**src/rtl/fbx_pkg.sv**
```systemverilog
package fbx_pkg;

  // Strobes from the decode stage to the datapath registers.
  typedef struct packed {
    logic capture;   // a store inside the frame-buffer window
    logic doWrite;   // store lands on a visible pixel
    logic badCoord;  // store lands outside the visible area
  } xlateStrobes_t;

endpackage

```
**src/rtl/fbx_ctrl.sv**
```systemverilog
module fbx_ctrl
  import fbx_pkg::*;
#(
  parameter int X_W     = 10,
  parameter int Y_W     = 10,
  parameter int TAG_W   = 10,
  parameter int VIS_W   = 800,
  parameter int VIS_H   = 600,
  parameter logic [TAG_W-1:0] WINDOW_TAG = 10'h200
) (
  input  logic             wrValid,
  input  logic [TAG_W-1:0] regionTag,
  input  logic [X_W-1:0]   xCoord,
  input  logic [Y_W-1:0]   yCoord,
  output xlateStrobes_t    strobes
);

  localparam logic [X_W-1:0] X_LIMIT = X_W'(VIS_W);
  localparam logic [Y_W-1:0] Y_LIMIT = Y_W'(VIS_H);

  logic inWindow;
  logic visible;

  always_comb begin
    inWindow         = (regionTag == WINDOW_TAG);
    visible          = (xCoord < X_LIMIT) && (yCoord < Y_LIMIT);
    strobes.capture  = wrValid && inWindow;
    strobes.doWrite  = wrValid && inWindow && visible;
    strobes.badCoord = wrValid && inWindow && !visible;
  end

endmodule

```
**src/rtl/fbx_datapath.sv**
```systemverilog
module fbx_datapath
  import fbx_pkg::*;
#(
  parameter int X_W     = 10,
  parameter int Y_W     = 10,
  parameter int VIS_W   = 800,
  parameter int COLOR_W = 4,
  parameter int LANE_W  = 8,
  parameter int ADDR_W  = 19
) (
  input  logic                 clk,
  input  logic                 rstN,
  input  xlateStrobes_t        strobes,
  input  logic [X_W-1:0]       xCoord,
  input  logic [Y_W-1:0]       yCoord,
  input  logic [COLOR_W-1:0]   color,
  output logic                 memWe,
  output logic [ADDR_W-1:0]    memAddr,
  output logic [2*LANE_W-1:0]  memData,
  output logic [1:0]           memBe,
  output logic                 coordErr
);

  localparam int NUM_LANES = 2;
  localparam int PN_W      = ADDR_W + 1;
  localparam logic [PN_W-1:0] ROW_PITCH = PN_W'(VIS_W);

  logic [PN_W-1:0] yExt;
  logic [PN_W-1:0] rowTerm [PN_W];
  logic [PN_W-1:0] rowBase;
  logic [PN_W-1:0] pixelNum;
  logic [2*LANE_W-1:0]  laneData;
  logic [NUM_LANES-1:0] laneSel;

  assign yExt = PN_W'(yCoord);

  // One shifted copy of the row for each set bit of the row pitch.
  for (genvar b = 0; b < PN_W; b++) begin : g_rowTerm
    if (ROW_PITCH[b]) begin : g_on
      assign rowTerm[b] = yExt << b;
    end else begin : g_off
      assign rowTerm[b] = '0;
    end
  end

  always_comb begin
    rowBase = '0;
    for (int b = 0; b < PN_W; b++) begin
      rowBase = rowBase + rowTerm[b];
    end
    pixelNum = rowBase + PN_W'(xCoord);
  end

  // Lane steering: pixel-number bit 0 picks the lane.
  for (genvar l = 0; l < NUM_LANES; l++) begin : g_lane
    assign laneSel[l] = (pixelNum[0] == l[0]);
    assign laneData[l*LANE_W +: LANE_W] =
      laneSel[l] ? LANE_W'(color) : '0;
  end

  always_ff @(posedge clk) begin
    if (!rstN) begin
      memWe    <= 1'b0;
      coordErr <= 1'b0;
      memAddr  <= '0;
      memData  <= '0;
      memBe    <= '0;
    end else begin
      memWe    <= strobes.doWrite;
      coordErr <= strobes.badCoord;
      if (strobes.capture && strobes.doWrite) begin
        memAddr <= pixelNum[PN_W-1:1];
        memData <= laneData;
        memBe   <= laneSel;
      end else begin
        memData <= '0;
        memBe   <= '0;
      end
    end
  end

endmodule

```
**src/rtl/fb_pixel_xlate.sv**
```systemverilog
module fb_pixel_xlate
  import fbx_pkg::*;
#(
  parameter int X_W     = 10,
  parameter int Y_W     = 10,
  parameter int VIS_W   = 800,
  parameter int VIS_H   = 600,
  parameter int COLOR_W = 4,
  parameter int LANE_W  = 8,
  parameter int ADDR_W  = 19
) (
  input  logic                clk,
  input  logic                rstN,
  input  logic                wrValid,
  input  logic [31:0]         wrAddr,
  input  logic [COLOR_W-1:0]  wrColor,
  output logic                memWe,
  output logic [ADDR_W-1:0]   memAddr,
  output logic [2*LANE_W-1:0] memData,
  output logic [1:0]          memBe,
  output logic                coordErr
);

  localparam int X_LSB = 2;
  localparam int Y_LSB = X_LSB + X_W;
  localparam int TAG_LSB = Y_LSB + Y_W;
  localparam int TAG_W = 32 - TAG_LSB;

  xlateStrobes_t      strobes;
  logic [X_W-1:0]     xCoord;
  logic [Y_W-1:0]     yCoord;
  logic [TAG_W-1:0]   regionTag;
  logic               unusedLowBits;

  assign xCoord        = wrAddr[X_LSB +: X_W];
  assign yCoord        = wrAddr[Y_LSB +: Y_W];
  assign regionTag     = wrAddr[31:TAG_LSB];
  assign unusedLowBits = ^wrAddr[X_LSB-1:0];

  fbx_ctrl #(
    .X_W(X_W), .Y_W(Y_W), .TAG_W(TAG_W), .VIS_W(VIS_W), .VIS_H(VIS_H),
    .WINDOW_TAG(TAG_W'(10'h200))
  ) u_ctrl (
    .wrValid  (wrValid),
    .regionTag(regionTag),
    .xCoord   (xCoord),
    .yCoord   (yCoord),
    .strobes  (strobes)
  );

  fbx_datapath #(
    .X_W(X_W), .Y_W(Y_W), .VIS_W(VIS_W), .COLOR_W(COLOR_W),
    .LANE_W(LANE_W), .ADDR_W(ADDR_W)
  ) u_dp (
    .clk     (clk),
    .rstN    (rstN),
    .strobes (strobes),
    .xCoord  (xCoord),
    .yCoord  (yCoord),
    .color   (wrColor),
    .memWe   (memWe),
    .memAddr (memAddr),
    .memData (memData),
    .memBe   (memBe),
    .coordErr(coordErr)
  );

endmodule

```
**config.mk**
```make
export PLATFORM = sky130hd
export DESIGN_NAME = fb_pixel_xlate
export DESIGN_NICKNAME = d
export VERILOG_FILES = /design/src/rtl/fbx_pkg.sv /design/src/rtl/fbx_ctrl.sv /design/src/rtl/fbx_datapath.sv /design/src/rtl/fb_pixel_xlate.sv
export SDC_FILE = /design/constraint.sdc
export NUM_CORES = 1
export LEC_CHECK = 0
export ABC_CLOCK_PERIOD_IN_PS = 4200
export CORE_ASPECT_RATIO = 1.2
export CORE_MARGIN = 2
export CORE_UTILIZATION = 35
export CTS_BUF_LIST = sky130_fd_sc_hd__clkbuf_4 sky130_fd_sc_hd__clkbuf_8
export CTS_CLUSTER_SIZE = 8
export DETAILED_ROUTE_END_ITERATION = 10
export GPL_ROUTABILITY_DRIVEN = 0
export HOLD_SLACK_MARGIN = 0.05
export SYNTH_ARGS = -nofsm -noshare
export SYNTH_HDL_FRONTEND = slang
export SYNTH_HIERARCHICAL = 1
export SYNTH_SLANG_ARGS = --single-unit
```
**constraint.sdc**
```tcl
create_clock -name clk -period 4.2 [get_ports clk]
set_input_delay 1.26 -clock clk [delete_from_list [all_inputs] [get_ports clk]]
set_output_delay 1.26 -clock clk [all_outputs]
set_load 0.02 [all_outputs]
```
-- After elaboration in Yosys (flattened, before gate mapping)
Cells that the tools add are included.
- register bits after elaboration: 39
- input bits: 39
- output and inout bits: 39
- logic and storage cells: 25
- add/subtract/negate cells: 3
- $lt $le $gt $ge: 2
- equal/unequal tests: 1
- bitwise gates (word level): 3
- reduce and logical (&&, ||, !) cells: 9
- operator list (operator ; number):
    adder 20 x 10 -> 20 bit ; 1
    adder 20 x 19 -> 20 bit ; 1
    < comparator 10 bit (second input constant) ; 2
    adder 15 x 18 -> 19 bit ; 1
    equality test 10 bit (second input constant) ; 1
    logical AND 1 bit ; 5
    inverter 1 bit ; 3
    AND reduction 3 bit ; 1
    OR reduction 3 bit ; 1
    AND reduction 2 bit ; 1
    zero test 1 bit ; 1

-- Depth between registers and ports, before layout
Gate-level depths: netlist of the first run.
- depth after elaboration: 6
- depth in mapped cells: 10

-- By module
Netlist of the first run, hierarchy kept.
- modules (own cells, without submodules) (module ; instances ; cells each ; area each (um^2)):
    fbx_datapath ; 1 ; 238 ; 2112.0
    fbx_ctrl ; 1 ; 12 ; 86.3

-- Worst setup path before layout of the first run
Ideal clock, no wire load.
- path kind: input -> register
- start: input port wrAddr[11]
- end: register u_dp.memAddr[18]
- data arrival time: 3446 ps
- required time: 4081 ps
- path slack: 634 ps
- stages: 10
- path buffers: 0
- cells stage by stage: inv_1 fa_1 inv_1 fa_1 ha_1 a21o_1 nand4_2 a211oi_1 o21a_1 o31ai_2
- cells in the longest elaborated chain, start to end: 4
- ends and longest elaborated chain (what ; line ; RTL):
    start: declaration ; fb_pixel_xlate.sv:15 ; input logic [31:0] wrAddr,
    < comparator 10 bit ; fbx_ctrl.sv:26 ; visible = (xCoord < X_LIMIT) && (yCoord < Y_LIMIT);
    logical AND 1 bit ; fbx_ctrl.sv:26 ;
    logical AND 1 bit ; fbx_ctrl.sv:28 ; strobes.doWrite = wrValid && inWindow && visible;
    logical AND 1 bit ; fbx_datapath.sv:71 ; if (strobes.capture && strobes.doWrite) begin
    end signal: assignment ; fbx_datapath.sv:72 ; memAddr <= pixelNum[PN_W-1:1];
    end: declaration ; fbx_datapath.sv:18 ; output logic [ADDR_W-1:0] memAddr,
Parallel ways exist; a longest one is shown, timed or not.
A chain may end at the register's enable or synchronous reset.

-- Worst setup path in the final report of the first run
- start: input port wrAddr[12]
- end: register u_dp.memAddr[15]
- cells in the longest elaborated chain, start to end: 4
- ends and longest elaborated chain (what):
    branches (longest 4 deep; another with adder 20 x 19 -> 20 bit)
Parallel ways; which one is timed is not known.

==> results of run 1 <==
[through the flow]
| step | total power [µW] | utilization | cells |
|---|---|---|---|
| after global placement | 646 | 0.505 | 411 |
| after floorplan | 523 | - | 257 |
| final | 855 | 0.519 | 419 |
| after global routing | 922 | 0.519 | 419 |
| after detailed placement | 649 | 0.505 | 411 |
| after CTS | 870 | 0.519 | 419 |
[layer usage]
metal	global-route usage	part of all wire	wire [µm]	up-vias
met5	0	0	0	-
met4	0.0288	0.0043	21	0
met3	0.0510	0.065	320	2
met2	0.277	0.51	2510	52
met1	0.161	0.42	2060	904
li1	-	-	-	1014
[state kept, by name, indices dropped and copies added, names as in the netlist]
signal and flops:
u_dp/memAddr 19, u_dp/memData 8, u_dp/memBe 2, u_dp/coordErr 1
u_dp/memWe 1
[worst max-delay path, stage by stage]
cell and delay (ps):
clkdlybuf4s50_1 470, inv_1 80, fa_1 510, inv_1 50, fa_1 470, ha_1 340, o21ai_1 100, o2111ai_1 250
o311ai_2 190, xor2_1 190, a211oi_2 230
[final timing paths]
check                                 from                            end  slack, ps  depth (start not counted)
min reg2reg  u_dp/memAddr[12]$_SDFFE_PN0P_  u_dp/memAddr[12]$_SDFFE_PN0P_        450                          2
max reg2reg  u_dp/memAddr[17]$_SDFFE_PN0P_  u_dp/memAddr[17]$_SDFFE_PN0P_       3150                          4
min          u_dp/memAddr[12]$_SDFFE_PN0P_  u_dp/memAddr[12]$_SDFFE_PN0P_        450                          2
max                             wrAddr[12]  u_dp/memAddr[15]$_SDFFE_PN0P_        260                         11
[final cells by class]
type                       count  area [µm²]  area share
clock buffer                   5        68.8      0.0219
multi-input combinational    181        1400       0.447
clock inverter                 3        15.0     0.00478
sequential                    31         621       0.198
inverter                      31         116      0.0371
timing repair buffer          86         813       0.259
tap                           82         103      0.0327
[power by group]
group	internal (µW)	switching (µW)	leakage (µW)
clock	113	103	0.0000477
combinational	167	176	0.00111
sequential	296	0.819	0.000250
[cells by family after synthesis]
kind of cell | count (synthesis)
simple gates | 74
compound gates | 54
buf+inv | 45
fa+ha+maj | 39
flops | 31
xor+xnor | 4
mux | 2
other cells | 1
[synthesized netlist by cell type, drive strengths merged]
library cell | instances | area share
conb | 1 | 0.0017
buf | 12 | 0.036
nor4 | 1 | 0.0057
o31ai | 2 | 0.0091
a221o | 1 | 0.0046
ha | 30 | 0.17
a21oi | 23 | 0.063
nor3 | 7 | 0.016
xor2 | 2 | 0.0080
and2 | 9 | 0.026
nor2 | 9 | 0.015
clkbuf | 2 | 0.0034
nand3 | 8 | 0.018
o21a | 1 | 0.0034
nand2b | 1 | 0.0028
o311ai | 2 | 0.015
inv | 30 | 0.051
fa | 9 | 0.082
nand4 | 1 | 0.0057
a21o | 3 | 0.010
and3 | 8 | 0.023
o21ai | 10 | 0.024
dfxtp | 31 | 0.28
or3 | 1 | 0.0028
nor2b | 1 | 0.0028
o211ai | 3 | 0.010
clkinv | 1 | 0.0017
xnor2 | 2 | 0.0080
a211oi | 7 | 0.028
nand2 | 27 | 0.046
o31a | 1 | 0.0040
and4bb | 1 | 0.0057
o2111ai | 1 | 0.0040
mux2i | 2 | 0.0091
==> results by group, run 1 <==
Timing
  • Setup ws final: 256 ps
  • Fin crit period: 3940 ps
  • Setup_tns: 0 ps
  • Hold Worst Slack: 451 ps
  • Fmax: 0.254 GHz
  • Final Skew: 0 ps
  • Fin. Hold Viols: 0
  • Final count of pins violating max slew: 0
  • Setup violators final: 0
  • Period utilization: 0.939
  • Unrepaired setup endpoints after global routing: false

Global route
  • Overflow after GRT: 0
  • Initial antenna violation count: 0
  • First-pass GRT wire length: 8430 µm
  • Vias in the first global route: 1,905
  • Largest net degree at the start of global routing: 20
  • Global Route Usage Sum: 0.148

Routing
  • Wirelength, routed: 4910 µm
  • WL/cell: 11.7 µm
  • Vias per cell: 4.71
  • Antenna-violating nets left: 0
  • # DRC: 0
  • Iteration-0 DRC Markers: 32
  • Pre-Repair DR Iteration Count: 2
  • Routed vias: 1,972

Critical path
  • CP Class: in -> reg
  • Worst EP arrival: 4140 ps
  • Crit path capture type: register
  • Worst-path maximum fanout: 3
  • Worst Path Required: 4400 ps
  • CP startpoint kind: input port

Place
  • Placed instance area: 3050 µm²
  • PortBufs: 67
  • Post-DP HPWL: 4060 µm
  • Pre-CTS WS: -42.5 ps

Clock network
  • Root Driver: clkbuf_8
  • CTS tree: built
  • Clock latency on the worst-skew pair: 270 ps
  • Post-CTS sizing: 0
  • Clk slew on worst S/H paths: 60 ps
  • Clock H-tree levels: 2
  • Total CTS buffers: 5
  • CTS Buffer Depth: 2
  • Clk sink count: 31
  • Post-CTS Setup Inserts: 0
  • CTS hold repair buffers: 0

Power
  • Leak pwr: 0.00141 µW
  • Max VDD drop: 0.000202 V
  • PD cells: 273 nW/µm²

Synthesis
  • Syn_area_per_cell: 8.79 µm²
  • Synth Register Bits: 31
  • Multiplexer share of the synthesized area: 0.00911
  • Sequential-to-total area share from yosys stat: 0.282
  • Post-synth cell types: 44
  • Synthesized cell area: 2200 µm²
  • Area share of fa/ha/maj cells after synthesis: 0.253
  • Synth Warn #: 6
  • Xor and xnor area share after synthesis: 0.0159
  • Largest family of logic cells by synthesized area: adder cells
  • Simple-Gate Fraction of Synth Area: 0.170
  • Compound-cell area share of the yosys netlist: 0.176
  • Post-Synthesis Cells: 250

Floorplanning
  • # rows: 31
  • IO Pins: 78
  • Initial Utilization: 0.363
  • Die height: 90.8 µm
  • CORE AREA: 6050 µm²
  • Die Width: 76.3 µm
  • Die ar.: 6930 µm²

Cells and area
  • Leading cell type in the layout, fill and taps excluded: clkdlybuf4s50_1
  • Layout cells sized above 1: 0.122
  • Ant. Diodes: 0
  • Fill cells: 617
  • Most frequent cells in the layout: clkdlybuf4s50_1, dfxtp_1, inv_1, ha_1, nand2_1
  • Design area: 3140 µm²
  • Area Growth Syn to Fin: 42.7%
  • Layout Nets: 414

Outcome
  • Status: completed

Hold path
  • Worst hold path class: reg -> reg

Job
  • Max Cap Viol: 0
No activity file was read; power rests on OpenSTA's default activity.
==> run 2, diff against run 1 <==
--- a/config.mk
+++ b/config.mk
@@ -14,6 +14,7 @@
 export DETAILED_ROUTE_END_ITERATION = 10
 export GPL_ROUTABILITY_DRIVEN = 0
 export HOLD_SLACK_MARGIN = 0.05
+export PLACE_DENSITY = 0.69
 export SYNTH_ARGS = -nofsm -noshare
 export SYNTH_HDL_FRONTEND = slang
 export SYNTH_HIERARCHICAL = 1
==> run 2 against run 1 <==
Clock power is 38% higher. Non-clock buffer count increased by 1. Hold slack gained 4.4 ps. Global-route usage up 0.41 points. Sequential share of layout area decreased by 0.26 points. First-iteration DRC count grew 110%. Count of clock-buffer cells in the layout up 1. Register-to-register slack about the same. Via count grew 0.76%. Critical path type unchanged. Critical endpoint is now u_dp/memAddr[13]$_SDFFE_PN0P_. Largest cell class unchanged. Largest power group unchanged.
==> results by group, run 2 (same netlist as run 1, synthesis figures left out) <==
Outcome
  • Status: completed

Routing
  • Iteration-0 DRC Markers: 67 (+110%)
  • Pre-Repair DR Iteration Count: 4 (+2)
  • Antenna-violating nets left: 0 (unchanged)
  • Wirelength, routed: 5010 µm (+2.0%)
  • Vias per cell: 4.73 (+0.52%)
  • Routed vias: 1,987 (+0.76%)
  • # DRC: 0 (unchanged)
  • WL/cell: 11.9 µm (+1.7%)

Clock network
  • Clk sink count: 31 (unchanged)
  • Clock latency on the worst-skew pair: 270 ps (about the same)
  • Total CTS buffers: 5 (unchanged)
  • Post-CTS sizing: 0 (unchanged)
  • CTS Buffer Depth: 2 (unchanged)
  • CTS hold repair buffers: 0 (unchanged)
  • CTS tree: built
  • Clock H-tree levels: 2 (unchanged)
  • Post-CTS Setup Inserts: 0 (unchanged)
  • Root Driver: clkbuf_8
  • Clk slew on worst S/H paths: 70 ps (about the same)

Timing
  • Final Skew: 0 ps (unchanged)
  • Fin crit period: 3980 ps (+37.5 ps)
  • Setup violators final: 0 (unchanged)
  • Period utilization: 0.948 (+0.00893)
  • Fin. Hold Viols: 0 (unchanged)
  • Unrepaired setup endpoints after global routing: false
  • Fmax: 0.251 GHz (-0.94%)
  • Setup ws final: 219 ps (-37.5 ps)
  • Final count of pins violating max slew: 0 (unchanged)

Hold path
  • Hold wc startpoint: u_dp/memAddr[10]$_SDFFE_PN0P_
  • Worst hold path class: reg -> reg

Critical path
  • End of the critical path: u_dp/memAddr[13]$_SDFFE_PN0P_
  • Worst EP arrival: 4170 ps (+30 ps)
  • CP Class: in -> reg
  • Reg-to-Reg Start: u_dp/memAddr[17]$_SDFFE_PN0P_
  • Worst r2r dst: u_dp/memAddr[17]$_SDFFE_PN0P_
  • Worst-path maximum fanout: 3 (unchanged)
  • CP startpoint kind: input port
  • Crit. Startpoint: wrAddr[11]
  • Worst Path Required: 4390 ps (about the same)
  • R2R setup slack: 3160 ps (about the same)
  • Cells on worst reg2reg path: 4 (unchanged)
  • Crit path capture type: register

Global route
  • Global Route Usage Sum: 0.152 (+0.00412)
  • Vias in the first global route: 2,030 (+6.6%)
  • First-pass GRT wire length: 8790 µm (+4.3%)
  • Largest net degree at the start of global routing: 19 (-5.0%)
  • Overflow after GRT: 0 (unchanged)
  • Initial antenna violation count: 0 (unchanged)

Cells and area
  • Area Growth Syn to Fin: 44.6%
  • Register area: 621 µm² (unchanged)
  • Ant. Diodes: 0 (unchanged)
  • Top Registers: u_dp/memAddr: 19 flops, u_dp/memData: 8 flops, u_dp/memBe: 2 flops
  • Core Util, Final: 0.525 (+0.00682)
  • Largest Register: u_dp/memAddr
  • Layout Nets: 415 (+0.24%)
  • Most frequent cells in the layout: clkdlybuf4s50_1, dfxtp_1, inv_1, ha_1, nand2_1
  • Leading cell type in the layout, fill and taps excluded: clkdlybuf4s50_1
  • Fill cells: 590 (-4.4%)
  • Multi-input logic area: 1400 µm² (unchanged)
  • Max reg flops: 19 (unchanged)
  • Layout cells sized above 1: 0.124 (+0.00260)

Floorplanning
  • Die ar.: 6930 µm² (unchanged)
  • Initial Utilization: 0.363 (unchanged)
  • CORE AREA: 6050 µm² (unchanged)
  • # rows: 31 (unchanged)
  • Die height: 90.8 µm (unchanged)
  • Die Width: 76.3 µm (unchanged)
  • IO Pins: 78 (unchanged)

Power
  • Max VDD drop: 0.000227 V (+12%)
  • PD cells: 295 nW/µm² (+8.2%)
  • Leak pwr: 0.00143 µW (+1.3%)

Job
  • Max Cap Viol: 0 (unchanged)

Place
  • Post-DP HPWL: 4190 µm (+3.4%)
  • PortBufs: 67 (unchanged)
  • Pre-CTS WS: -102 ps (-59.8 ps)
-- run 2: where the power goes --
group	total, µW	switching (µW)	internal (µW)
registers	296	0.774	296
logic	343	176	167
clock network	298	106	192
-- run 2: area by class of cell --
class | count | share of cell area
flip-flops and latches | 31 | 0.195
inverters | 31 | 0.0366
well taps | 82 | 0.0323
multi-input cells | 181 | 0.441
clock inverters | 2 | 0.0110
clock buffers | 6 | 0.0260
repair buffers | 87 | 0.258
-- run 2: routing by layer --
layer | routed length [µm] | track usage | up-vias
li1 | - | - | 1015
met1 | 1990 | 0.168 | 907
met2 | 2610 | 0.282 | 63
met3 | 389 | 0.0580 | 2
met4 | 17 | 0.0227 | 0
met5 | 0 | 0 | -
-- run 2: worst min-delay path by stage --
stage	endpoint	slack [ps]	cells after the start
6_report	u_dp/memAddr[10]$_SDFFE_PN0P_	460	2
5_1_grt	u_dp/memAddr[6]$_SDFFE_PN0P_	480	2
3_3_place_gp	u_dp/memAddr[10]$_SDFFE_PN0P_	440	2
3_5_place_dp	u_dp/memAddr[7]$_SDFFE_PN0P_	450	2
4_1_cts	u_dp/memAddr[7]$_SDFFE_PN0P_	460	2
2_1_floorplan	u_dp/memAddr[10]$_SDFFE_PN0P_	530	2
-- run 2: worst max-delay path, cell delays in order --
cell	delay [ps]
clkdlybuf4s50_1	470
inv_1	70
fa_1	540
inv_1	50
fa_1	450
ha_1	340
o21ai_1	230
o21ai_1	110
o31ai_1	260
xor2_1	140
a211oi_1	250
-- run 2: stage by stage --
stage | instances | instance area (µm²) | total power [µW] | hold WS, ps | setup TNS (ps)
6_report | 420 | 3180 | 938 | 456 | 0
5_1_grt | 420 | 3180 | 1010 | 484 | 0
4_1_cts | 420 | 3180 | 950 | 455 | 0
3_5_place_dp | 412 | 3060 | 649 | 447 | -186
3_3_place_gp | 412 | 3060 | 642 | 441 | -19.0
2_1_floorplan | 257 | 2220 | 523 | 530 | 0
==> run 3, diff against run 2 <==
--- a/config.mk
+++ b/config.mk
@@ -13,7 +13,6 @@
 export CTS_CLUSTER_SIZE = 8
 export DETAILED_ROUTE_END_ITERATION = 10
 export GPL_ROUTABILITY_DRIVEN = 0
-export HOLD_SLACK_MARGIN = 0.05
 export PLACE_DENSITY = 0.69
 export SYNTH_ARGS = -nofsm -noshare
 export SYNTH_HDL_FRONTEND = slang
==> results of run 3 <==
Final layout, timing and power as in run 2 (identical DEF).
